File: config.mk
export PLATFORM = sky130hd
export DESIGN_NAME = prog_entry_seq
export DESIGN_NICKNAME = d
export VERILOG_FILES = /design/src/rtl/prog_entry_pkg.sv /design/src/rtl/wait_timer.sv /design/src/rtl/sck_byte_shifter.sv /design/src/rtl/prog_entry_seq.sv
export SDC_FILE = /design/constraint.sdc
export NUM_CORES = 1
export LEC_CHECK = 0
export BUFFER_PORTS_ARGS = -buffer_cell sky130_fd_sc_hd__buf_4
export CORE_MARGIN = 2
export CORE_UTILIZATION = 61
export CTS_CLUSTER_DIAMETER = 50
export DETAILED_ROUTE_END_ITERATION = 7
export PLACE_DENSITY = 0.79
export SYNTH_ARGS = -nofsm -noshare
export SYNTH_HDL_FRONTEND = slang
export SYNTH_SLANG_ARGS = --single-unit
File: constraint.sdc
create_clock -name clk -period 3.2 [get_ports clk]
set_input_delay 0.96 -clock clk [delete_from_list [all_inputs] [get_ports clk]]
set_output_delay 0.96 -clock clk [all_outputs]
set_load 0.01 [all_outputs]
File: src/rtl/prog_entry_pkg.sv
// Package: shared state encoding and fixed constants of the entry sequencer.
// Assumes: nothing beyond IEEE 1800-2017.
package prog_entry_pkg;

    // Byte the target returns during the third instruction byte when in step.
    localparam logic [7:0] SYNC_ECHO = 8'h53;

    // Sequencer states.
    typedef enum logic [2:0] {
        ST_IDLE,
        ST_PULSE,
        ST_SETTLE,
        ST_LOAD,
        ST_WAIT,
        ST_SYNCED
    } seq_state_t;

endpackage

File: src/rtl/wait_timer.sv
// Module: wait_timer
// Loadable down-counter. A load of length N raises expired_o on the Nth
// clock after the load edge, for one clock.
// Assumes: len_i >= 1; no reload while running except by a fresh load.
module wait_timer #(
    parameter int W = 8
) (
    input  logic         clk,
    input  logic         rst_n,
    input  logic         load_i,
    input  logic [W-1:0] len_i,
    output logic         expired_o
);

    logic [W-1:0] cnt;
    logic         running;

    // Count down from the loaded length and stop at zero.
    always_ff @(posedge clk) begin
        if (!rst_n) begin
            cnt     <= '0;
            running <= 1'b0;
        end else if (load_i) begin
            cnt     <= len_i - W'(1);
            running <= 1'b1;
        end else if (running) begin
            if (cnt == '0) running <= 1'b0;
            else           cnt     <= cnt - W'(1);
        end
    end

    // Expiry is the last counted cycle.
    always_comb expired_o = running && (cnt == '0);

endmodule

File: src/rtl/sck_byte_shifter.sv
// Module: sck_byte_shifter
// Shifts one byte out MSB first with the clock idle low. Data changes on the
// falling edge and is set up a half period before each rising edge. Incoming
// bits are captured at the rising edge.
// Assumes: load_i only while busy_o is low; HALF >= 1.
module sck_byte_shifter #(
    parameter int HALF = 4
) (
    input  logic       clk,
    input  logic       rst_n,
    input  logic       load_i,
    input  logic [7:0] data_i,
    input  logic       miso_i,
    output logic       sck_o,
    output logic       mosi_o,
    output logic       busy_o,
    output logic       done_o,
    output logic [7:0] rx_o
);

    localparam int CW = (HALF > 1) ? $clog2(HALF) : 1;
    localparam logic [CW-1:0] CNT_END = CW'(HALF - 1);

    logic [CW-1:0] cnt;
    logic [7:0]    sr;
    logic [2:0]    bit_n;
    logic          phase_hi;

    // Half-period timing, bit shifting and capture of the returned bits.
    always_ff @(posedge clk) begin
        if (!rst_n) begin
            cnt      <= '0;
            sr       <= '0;
            bit_n    <= '0;
            phase_hi <= 1'b0;
            busy_o   <= 1'b0;
            done_o   <= 1'b0;
            rx_o     <= '0;
        end else begin
            done_o <= 1'b0;
            if (load_i) begin
                sr       <= data_i;
                bit_n    <= '0;
                phase_hi <= 1'b0;
                cnt      <= '0;
                busy_o   <= 1'b1;
            end else if (busy_o) begin
                if (cnt == CNT_END) begin
                    cnt <= '0;
                    if (!phase_hi) begin
                        phase_hi <= 1'b1;
                        rx_o     <= {rx_o[6:0], miso_i};
                    end else begin
                        phase_hi <= 1'b0;
                        sr       <= {sr[6:0], 1'b0};
                        if (bit_n == 3'd7) begin
                            busy_o <= 1'b0;
                            done_o <= 1'b1;
                        end else begin
                            bit_n <= bit_n + 3'd1;
                        end
                    end
                end else begin
                    cnt <= cnt + CW'(1);
                end
            end
        end
    end

    // Pin views of the shift state.
    always_comb begin
        sck_o  = phase_hi;
        mosi_o = sr[7];
    end

endmodule

File: src/rtl/prog_entry_seq.sv
// Module: prog_entry_seq (top)
// Drives the reset pulse and the settling wait, then sends the four-byte
// enable instruction. It checks the echo during the third byte and retries
// up to MAX_TRIES times.
// Assumes: start_i is a single-cycle pulse; all timing parameters >= 1.
module prog_entry_seq
    import prog_entry_pkg::*;
#(
    parameter int         SCK_HALF    = 4,
    parameter int         RST_PULSE   = 16,
    parameter int         SETTLE_WAIT = 2500000,
    parameter int         MAX_TRIES   = 8,
    parameter logic [7:0] EN_B0       = 8'hAC,
    parameter logic [7:0] EN_B2       = 8'h00,
    parameter logic [7:0] EN_B3       = 8'h00
) (
    input  logic clk,
    input  logic rst_n,
    input  logic start_i,
    input  logic miso_i,
    output logic tgt_reset_o,
    output logic sck_o,
    output logic mosi_o,
    output logic busy_o,
    output logic synced_o,
    output logic failed_o
);

    localparam int TMAX = (RST_PULSE > SETTLE_WAIT) ? RST_PULSE : SETTLE_WAIT;
    localparam int TW   = $clog2(TMAX + 1);
    localparam int NW   = (MAX_TRIES > 1) ? $clog2(MAX_TRIES) : 1;
    localparam logic [NW-1:0] LAST_TRY = NW'(MAX_TRIES - 1);

    seq_state_t    state;
    logic [1:0]    byte_idx;
    logic [NW-1:0] tries;
    logic          echo_ok;
    logic          failed;
    logic          tmr_load;
    logic [TW-1:0] tmr_len;
    logic          tmr_expired;
    logic [7:0]    tx_byte;
    logic          sh_done;
    logic [7:0]    sh_rx;
    logic          retry_now;

    // A retry is due after the fourth byte when the echo was wrong and
    // attempts remain.
    always_comb retry_now = (state == ST_WAIT) && sh_done && (byte_idx == 2'd3)
                            && !echo_ok && (tries != LAST_TRY);

    // Select the timer length for the pulse or the settling wait.
    always_comb begin
        tmr_load = 1'b0;
        tmr_len  = TW'(RST_PULSE);
        if (((state == ST_IDLE) || (state == ST_SYNCED)) && start_i) begin
            tmr_load = 1'b1;
        end else if (retry_now) begin
            tmr_load = 1'b1;
        end else if ((state == ST_PULSE) && tmr_expired) begin
            tmr_load = 1'b1;
            tmr_len  = TW'(SETTLE_WAIT);
        end
    end

    // Pick the instruction byte for the current position.
    always_comb begin
        case (byte_idx)
            2'd0:    tx_byte = EN_B0;
            2'd1:    tx_byte = SYNC_ECHO;
            2'd2:    tx_byte = EN_B2;
            default: tx_byte = EN_B3;
        endcase
    end

    // Main sequence: pulse, settle, shift four bytes, judge the echo.
    always_ff @(posedge clk) begin
        if (!rst_n) begin
            state    <= ST_IDLE;
            byte_idx <= '0;
            tries    <= '0;
            echo_ok  <= 1'b0;
            failed   <= 1'b0;
        end else begin
            case (state)
                ST_IDLE, ST_SYNCED: begin
                    if (start_i) begin
                        failed <= 1'b0;
                        tries  <= '0;
                        state  <= ST_PULSE;
                    end
                end
                ST_PULSE: begin
                    if (tmr_expired) state <= ST_SETTLE;
                end
                ST_SETTLE: begin
                    if (tmr_expired) begin
                        byte_idx <= '0;
                        echo_ok  <= 1'b0;
                        state    <= ST_LOAD;
                    end
                end
                ST_LOAD: state <= ST_WAIT;
                ST_WAIT: begin
                    if (sh_done) begin
                        if (byte_idx == 2'd2) echo_ok <= (sh_rx == SYNC_ECHO);
                        if (byte_idx == 2'd3) begin
                            if (echo_ok) begin
                                state <= ST_SYNCED;
                            end else if (retry_now) begin
                                tries <= tries + NW'(1);
                                state <= ST_PULSE;
                            end else begin
                                failed <= 1'b1;
                                state  <= ST_IDLE;
                            end
                        end else begin
                            byte_idx <= byte_idx + 2'd1;
                            state    <= ST_LOAD;
                        end
                    end
                end
                default: state <= ST_IDLE;
            endcase
        end
    end

    wait_timer #(.W(TW)) u_timer (
        .clk       (clk),
        .rst_n     (rst_n),
        .load_i    (tmr_load),
        .len_i     (tmr_len),
        .expired_o (tmr_expired)
    );

    sck_byte_shifter #(.HALF(SCK_HALF)) u_shift (
        .clk    (clk),
        .rst_n  (rst_n),
        .load_i (state == ST_LOAD),
        .data_i (tx_byte),
        .miso_i (miso_i),
        .sck_o  (sck_o),
        .mosi_o (mosi_o),
        .busy_o (busy_o),
        .done_o (sh_done),
        .rx_o   (sh_rx)
    );

    // Status and reset-line outputs decoded from the state.
    always_comb begin
        tgt_reset_o = (state == ST_IDLE) || (state == ST_PULSE);
        synced_o    = (state == ST_SYNCED);
        failed_o    = failed;
    end

endmodule

* After elaboration in Yosys (flattened, before gate mapping)
Cells that the tools add are included.
** Word-level totals
- Register bits after elaboration :: 57
- Word-level logic and storage cells :: 134
** Operators by class
- $add $sub $neg :: 6
- Equality and inequality tests :: 23
- Mux-type cells :: 53
- Bitwise gates (word level) :: 6
- Reduce and logical (&&, ||, !) cells :: 32
** Operators with widths (number)
- $mux 22 :: 6
- $sub 22x1->22 const B :: 2
- $mux 3 :: 11
- $mux 8 :: 4
- $logic_not 22->1 :: 1
- $mux 1 :: 22
- $reduce_and 4->1 :: 5
- $ne 2x2->1 const B :: 8
- $pmux 8 s2 :: 1
- $pmux 3 s5 :: 1
- $reduce_and 6->1 :: 2
- $reduce_bool 2->1 :: 6
- $eq 3x3->1 const B :: 3
- $eq 8x7->1 const B :: 1
- $mux 2 :: 4
- $logic_and 1x1->1 :: 7
- $add 3x1->3 const B :: 2
- $eq 2x2->1 const B :: 3
- $eq 3x2->1 const B :: 2
- $ne 2x1->1 const B :: 3
- $not 1->1 :: 6
- $pmux 3 s2 :: 1
- $reduce_or 5->1 :: 1
- $add 2x1->2 const B :: 2
- 12 further kinds :: 16

* Longest topological paths before layout
- Depth after elaboration :: 10
- Mapped depth :: 13

* Modules after synthesis
A second synthesis with hierarchy kept.
** Second synthesis, totals
- Cell total of the unflattened synthesis :: 416
- Area total of the unflattened synthesis :: 3545.9 µm²
** Modules (own cells, without submodules)
- wait_timer :: times used 1, cells each 233, area each 1849.3 µm²
- sck_byte_shifter :: times used 1, cells each 95, area each 987.2 µm²
- prog_entry_seq :: times used 1, cells each 88, area each 709.4 µm²

* Least setup slack after synthesis
No wires, ideal clock.
- Path kind :: in2reg
- Start point :: in start_i
- End point :: reg u_timer.cnt[16]
- Library setup time :: 0.123 ns
- Arrival time :: 2.846 ns
- Required time :: 3.077 ns
- Path slack :: 0.231 ns
- Stages :: 11
- Path buffers :: 1
- Cell sequence :: nand2b_1 > nor2_1 > nor2_1 > buf_2 > nand2_1 > ha_1 > nor4b_2 > nand4_2 > a2111oi_2 > xnor2_1 > nor2_1
** On the way
- Word-level cells in the longest chain between the ends :: 4
- Elaborated cells on any way between the ends :: 8
- Those cells by class :: add/sub (1); eq/ne (1); mux (3); reduce/logical (3)
** RTL lines
- from (decl) :: line prog_entry_seq.sv:19 : input logic start_i,
- $logic_and 1x1->1 (*) :: line prog_entry_seq.sv:56 : if (((state == ST_IDLE) || (state == ST_SYNCED)) && start_i) begin
- $mux 22 / $mux 1 (equally long branches) :: line prog_entry_seq.sv:56
- $sub 22x1->22, or another cell as far along :: line wait_timer.sv:24 : cnt <= len_i - W'(1);
- $mux 22 / $reduce_and 2->1 (equally long branches)
- to (signal assigned) :: line wait_timer.sv:24
- to (signal assigned) :: line wait_timer.sv:28 : else cnt <= cnt - W'(1);
- to (decl) :: line wait_timer.sv:15 : logic [W-1:0] cnt;
Every way passes the cells marked *; elsewhere a longest branch is shown, timed or not.
A chain may end at the register's enable or synchronous reset.

* Worst setup path in the final report
- Start point :: reg state[0]
- End point :: reg u_timer.cnt[16]
** On the way
- Word-level cells in the longest chain between the ends :: 9
- Elaborated cells on any way between the ends :: 22
- Those cells by class :: add/sub (1); eq/ne (4); mux (7); reduce/logical (10)
** RTL lines
- from (decl) :: line prog_entry_seq.sv:34 : seq_state_t state;
- from (signal assigned) :: line prog_entry_seq.sv:79 : state <= ST_IDLE;
- from (signal assigned) :: line prog_entry_seq.sv:90 : state <= ST_PULSE;
- from (signal assigned) :: line prog_entry_seq.sv:94 : if (tmr_expired) state <= ST_SETTLE;
- $eq 3x3->1 :: line prog_entry_seq.sv:49 : always_comb retry_now = (state == ST_WAIT) && sh_done && (byte_idx == 2'd3)
- $logic_and 1x1->1 (2 in a row) :: line prog_entry_seq.sv:49
- $logic_and 1x1->1 (2 in a row) :: line prog_entry_seq.sv:50 : && !echo_ok && (tries != LAST_TRY);
- $mux 22 / $mux 1 (equally long branches) :: line prog_entry_seq.sv:58 : end else if (retry_now) begin
- $mux 22 / $mux 1 (equally long branches) :: line prog_entry_seq.sv:56
- $sub 22x1->22, or another cell as far along :: line wait_timer.sv:24
- $mux 22 / $reduce_and 2->1 (equally long branches)
Parallel ways exist; a longest one is shown, timed or not.

==> impl_metrics.tcl <==
set metrics [dict create \
    rows 25 \
    setup_viol 0 \
    syn_avg_cell_area_um2 8.671 \
    skew_ns 0.008210 \
    drt_wl_total_um 6211 \
    r2r-end "u_timer.cnt[16]$_SDFFE_PN0P_" \
    clk_latency_ns 0.34 \
    crit_required_ns 3.42 \
    postSynthCellCount 345 \
    finalCriticalPeriod_ns 2.790 \
    vdd_drop_max_mv 0.3419 \
    yosysWarnings 0 \
    vias 2558 \
    drc_errors 0 \
    run_status "complete, no violations" \
    final_layout_size_suffix_gt1_share_pct 13.46 \
    synth.distinct_cells 59 \
    min_from "u_shift.sr[5]$_SDFFE_PN0P_" \
    chipWidth_um 74.03 \
    track_usage_pct 25.24 \
    place_area_um2 3171 \
    powerDensity_nw_per_um2 651.2 \
    cts.path.max_buffers 2 \
    max_slew_margin_pct 47.61 \
    wl_per_cell_um 14.41 \
    fmax_mhz 358.4 \
    rsz0062_at_grt "false" \
    postCtsSetupRepairBufs 0 \
    yosys.area.top_type_share_pct 38.14 \
    firstDrtPassIters 4 \
    r2r_cells 12 \
    synth_area_um2 2992 \
    grt_pass1_vias 2398 \
    grt-ovfl-total 0 \
    initial_core_util_pct 63.34 \
    synth_ff_type "dfxtp_1" \
    synth_edf_count 0 \
    htree_levels 3 \
    cts_root_buf "clkbuf_8" \
    fin_cells 431 \
    setup_tns_ns 0 \
    dp_cells 417 \
    syn-num-nets 359 \
    cts_tree "done" \
    area_growth_pct 10.96 \
    yosysSeqAreaShare_pct 38.14 \
    cp_max_fo 9 \
    cp-endpoint "u_timer.cnt[16]$_SDFFE_PN0P_" \
    crit_type "reg2reg" \
    leakage_nw 1.184 \
    synthTopCellsByArea "dfxtp_1, mux2i_1, nand2_1" \
    slew_viol_final 0 \
    cts.sinks 57 \
    grt_start_max_net_pins 47 \
    ant_nets 0 \
    cp-startpoint "state[0]$_SDFFE_PN0P_" \
    max_slew.worst_pin.slew_ns 0.7844 \
    synth_common_cells "dfxtp_1, nand2_1, nor2_1" \
    cts-buffers-inserted 9 \
    die_area_um2 5480 \
    io_pins 10 \
    post-synth-top-count-cell "dfxtp_1" \
    crit_path_end_kind "flop" \
    max-cap-violations 0 \
    async_flop_share_pct 0 \
    critPathLaunchType "flop" \
    hold_path.class "reg2reg" \
    min_period_over_period_pct 87.20 \
    r2r_setup_slack_ns 0.41 \
    hpwl_um 4361 \
    drt_iter0_drc 167 \
    n_antenna_cell 0 \
    io_buffers 9 \
    clk_pin_slew_ns 0.06 \
    fill_cells 363 \
    grt_pass1_wl_um 10560 \
    antenna_found_initial 0 \
    ys_seq_elements 57 \
    final_area_um2 3319 \
    gp_congestion 0.9388 \
    r2r-start "state[0]$_SDFFE_PN0P_" \
    layout.nets 375 \
    core_um2 4723 \
    die_y_um 74.03 \
    yosysTopAreaCell "dfxtp_1" \
    vias_per_cell 5.935 \
    critical_path_arrival_ns 3.01 \
    finalHoldViolations 0 \
]
## layer usage
| metal | track usage (%) | up-vias | wire length [um] |
|---|---|---|---|
| met5 | 0 | - | 0 |
| met4 | 14.55 | 0 | 146 |
| met3 | 5.962 | 13 | 232 |
| met2 | 41.37 | 48 | 2974 |
| met1 | 30.28 | 1192 | 2857 |
| li1 | - | 1305 | - |
## area by class of cell
class,instances,area [um^2],area share (%)
clock inverter,1,5.005,0.1508
timing repair buffer,23,172.7,5.202
inverter,5,18.77,0.5654
clock buffer,13,138.9,4.184
multi-input combinational,265,1759,53.00
tap,67,83.83,2.525
sequential,57,1141,34.38
## state kept, by name, indices dropped and copies added (netlist names), 2 cells and up
signal and flops:
u_shift.bit_n 3, byte_idx 2, u_timer.cnt 22, u_shift.sr 8
state 3, u_shift.rx_o 8, u_shift.cnt 2, tries 3
## timing repair
action / 4_1_cts / 5_1_grt
gates resized for setup: 0 / 1
setup endpoints to repair: 0 / 2
hold buffers: 0 / 0
## critical path: stages, from the launching register on
cell and delay [ns]:
dfxtp_1 0.51, nor3b_2 0.31, nand4_1 0.14, nor3_2 0.22
nor2_1 0.12, nand2_1 0.09, ha_1 0.16, nor4b_2 0.19
buf_4 0.17, nand4_2 0.15, a2111oi_2 0.40, xnor2_1 0.17
nor2_1 0.05
## stage by stage
stage | hold slack [ns] | worst slack (ns) | total power [mW] | utilization (%)
after floorplan | 0.4432 | 0.2306 | 1.421 | -
after detailed placement | 0.4748 | 0.1119 | 1.627 | 67.13
after CTS | 0.4796 | 0.3507 | 2.164 | 70.17
after global placement | 0.4615 | 0.2200 | 1.613 | 67.13
final | 0.4782 | 0.4095 | 2.162 | 70.28
after global routing | 0.5013 | 0.03850 | 2.286 | 70.28
## where the power goes
group	switching (mW)	internal [mW]	leakage [nW]	total (mW)
sequential	0.0760	0.772	0.462	0.848
clock	0.259	0.272	0.0733	0.531
combinational	0.471	0.311	0.649	0.782
total	0.806	1.36	1.18	2.16
## cells by family (layout without fill, tap and decap cells)
family | Yosys count | after routing | share of synthesized area, %
AOI/OAI and AO/OA | 73 | 73 | 17.23
xor gates and xnor gates | 11 | 11 | 3.221
adders and majority gates | 10 | 10 | 4.182
buffers and inverters | 23 | 42 | 3.220
DFF | 57 | 57 | 38.14
muxes | 15 | 15 | 5.019
and+or+nand+nor | 156 | 156 | 28.98
## how the worst min path moves through the flow
stage                                               to  depth (start not counted)
after floorplan           u_timer.cnt[21]$_SDFFE_PN0P_                          2
after global placement           failed_o$_SDFFE_PN0P_                          2
after detailed placement    u_shift.sr[6]$_SDFFE_PN0P_                          2
after CTS                   u_shift.sr[6]$_SDFFE_PN0P_                          2
after global routing        u_shift.sr[3]$_SDFFE_PN0P_                          2
final                       u_shift.sr[6]$_SDFFE_PN0P_                          2
## placed cells by master (no fill, tap or decap), types with 4 or more instances in the layout
cell type and instances:
nand4_1 9, nand3_1 16, o21ai_0 9, a211oi_1 4, clkbuf_1 4, nand2b_1 5
buf_4 23, nor2_1 25, inv_1 5, or3_1 5, ha_1 10, o211ai_1 4
xnor2_1 8, mux2i_1 15, nand2_1 37, a21boi_0 5, dfxtp_1 57, clkbuf_8 9
a31oi_1 10, nor3_1 9, a21oi_1 17, nor2b_1 16
Power figures use the tool's default switching activity.
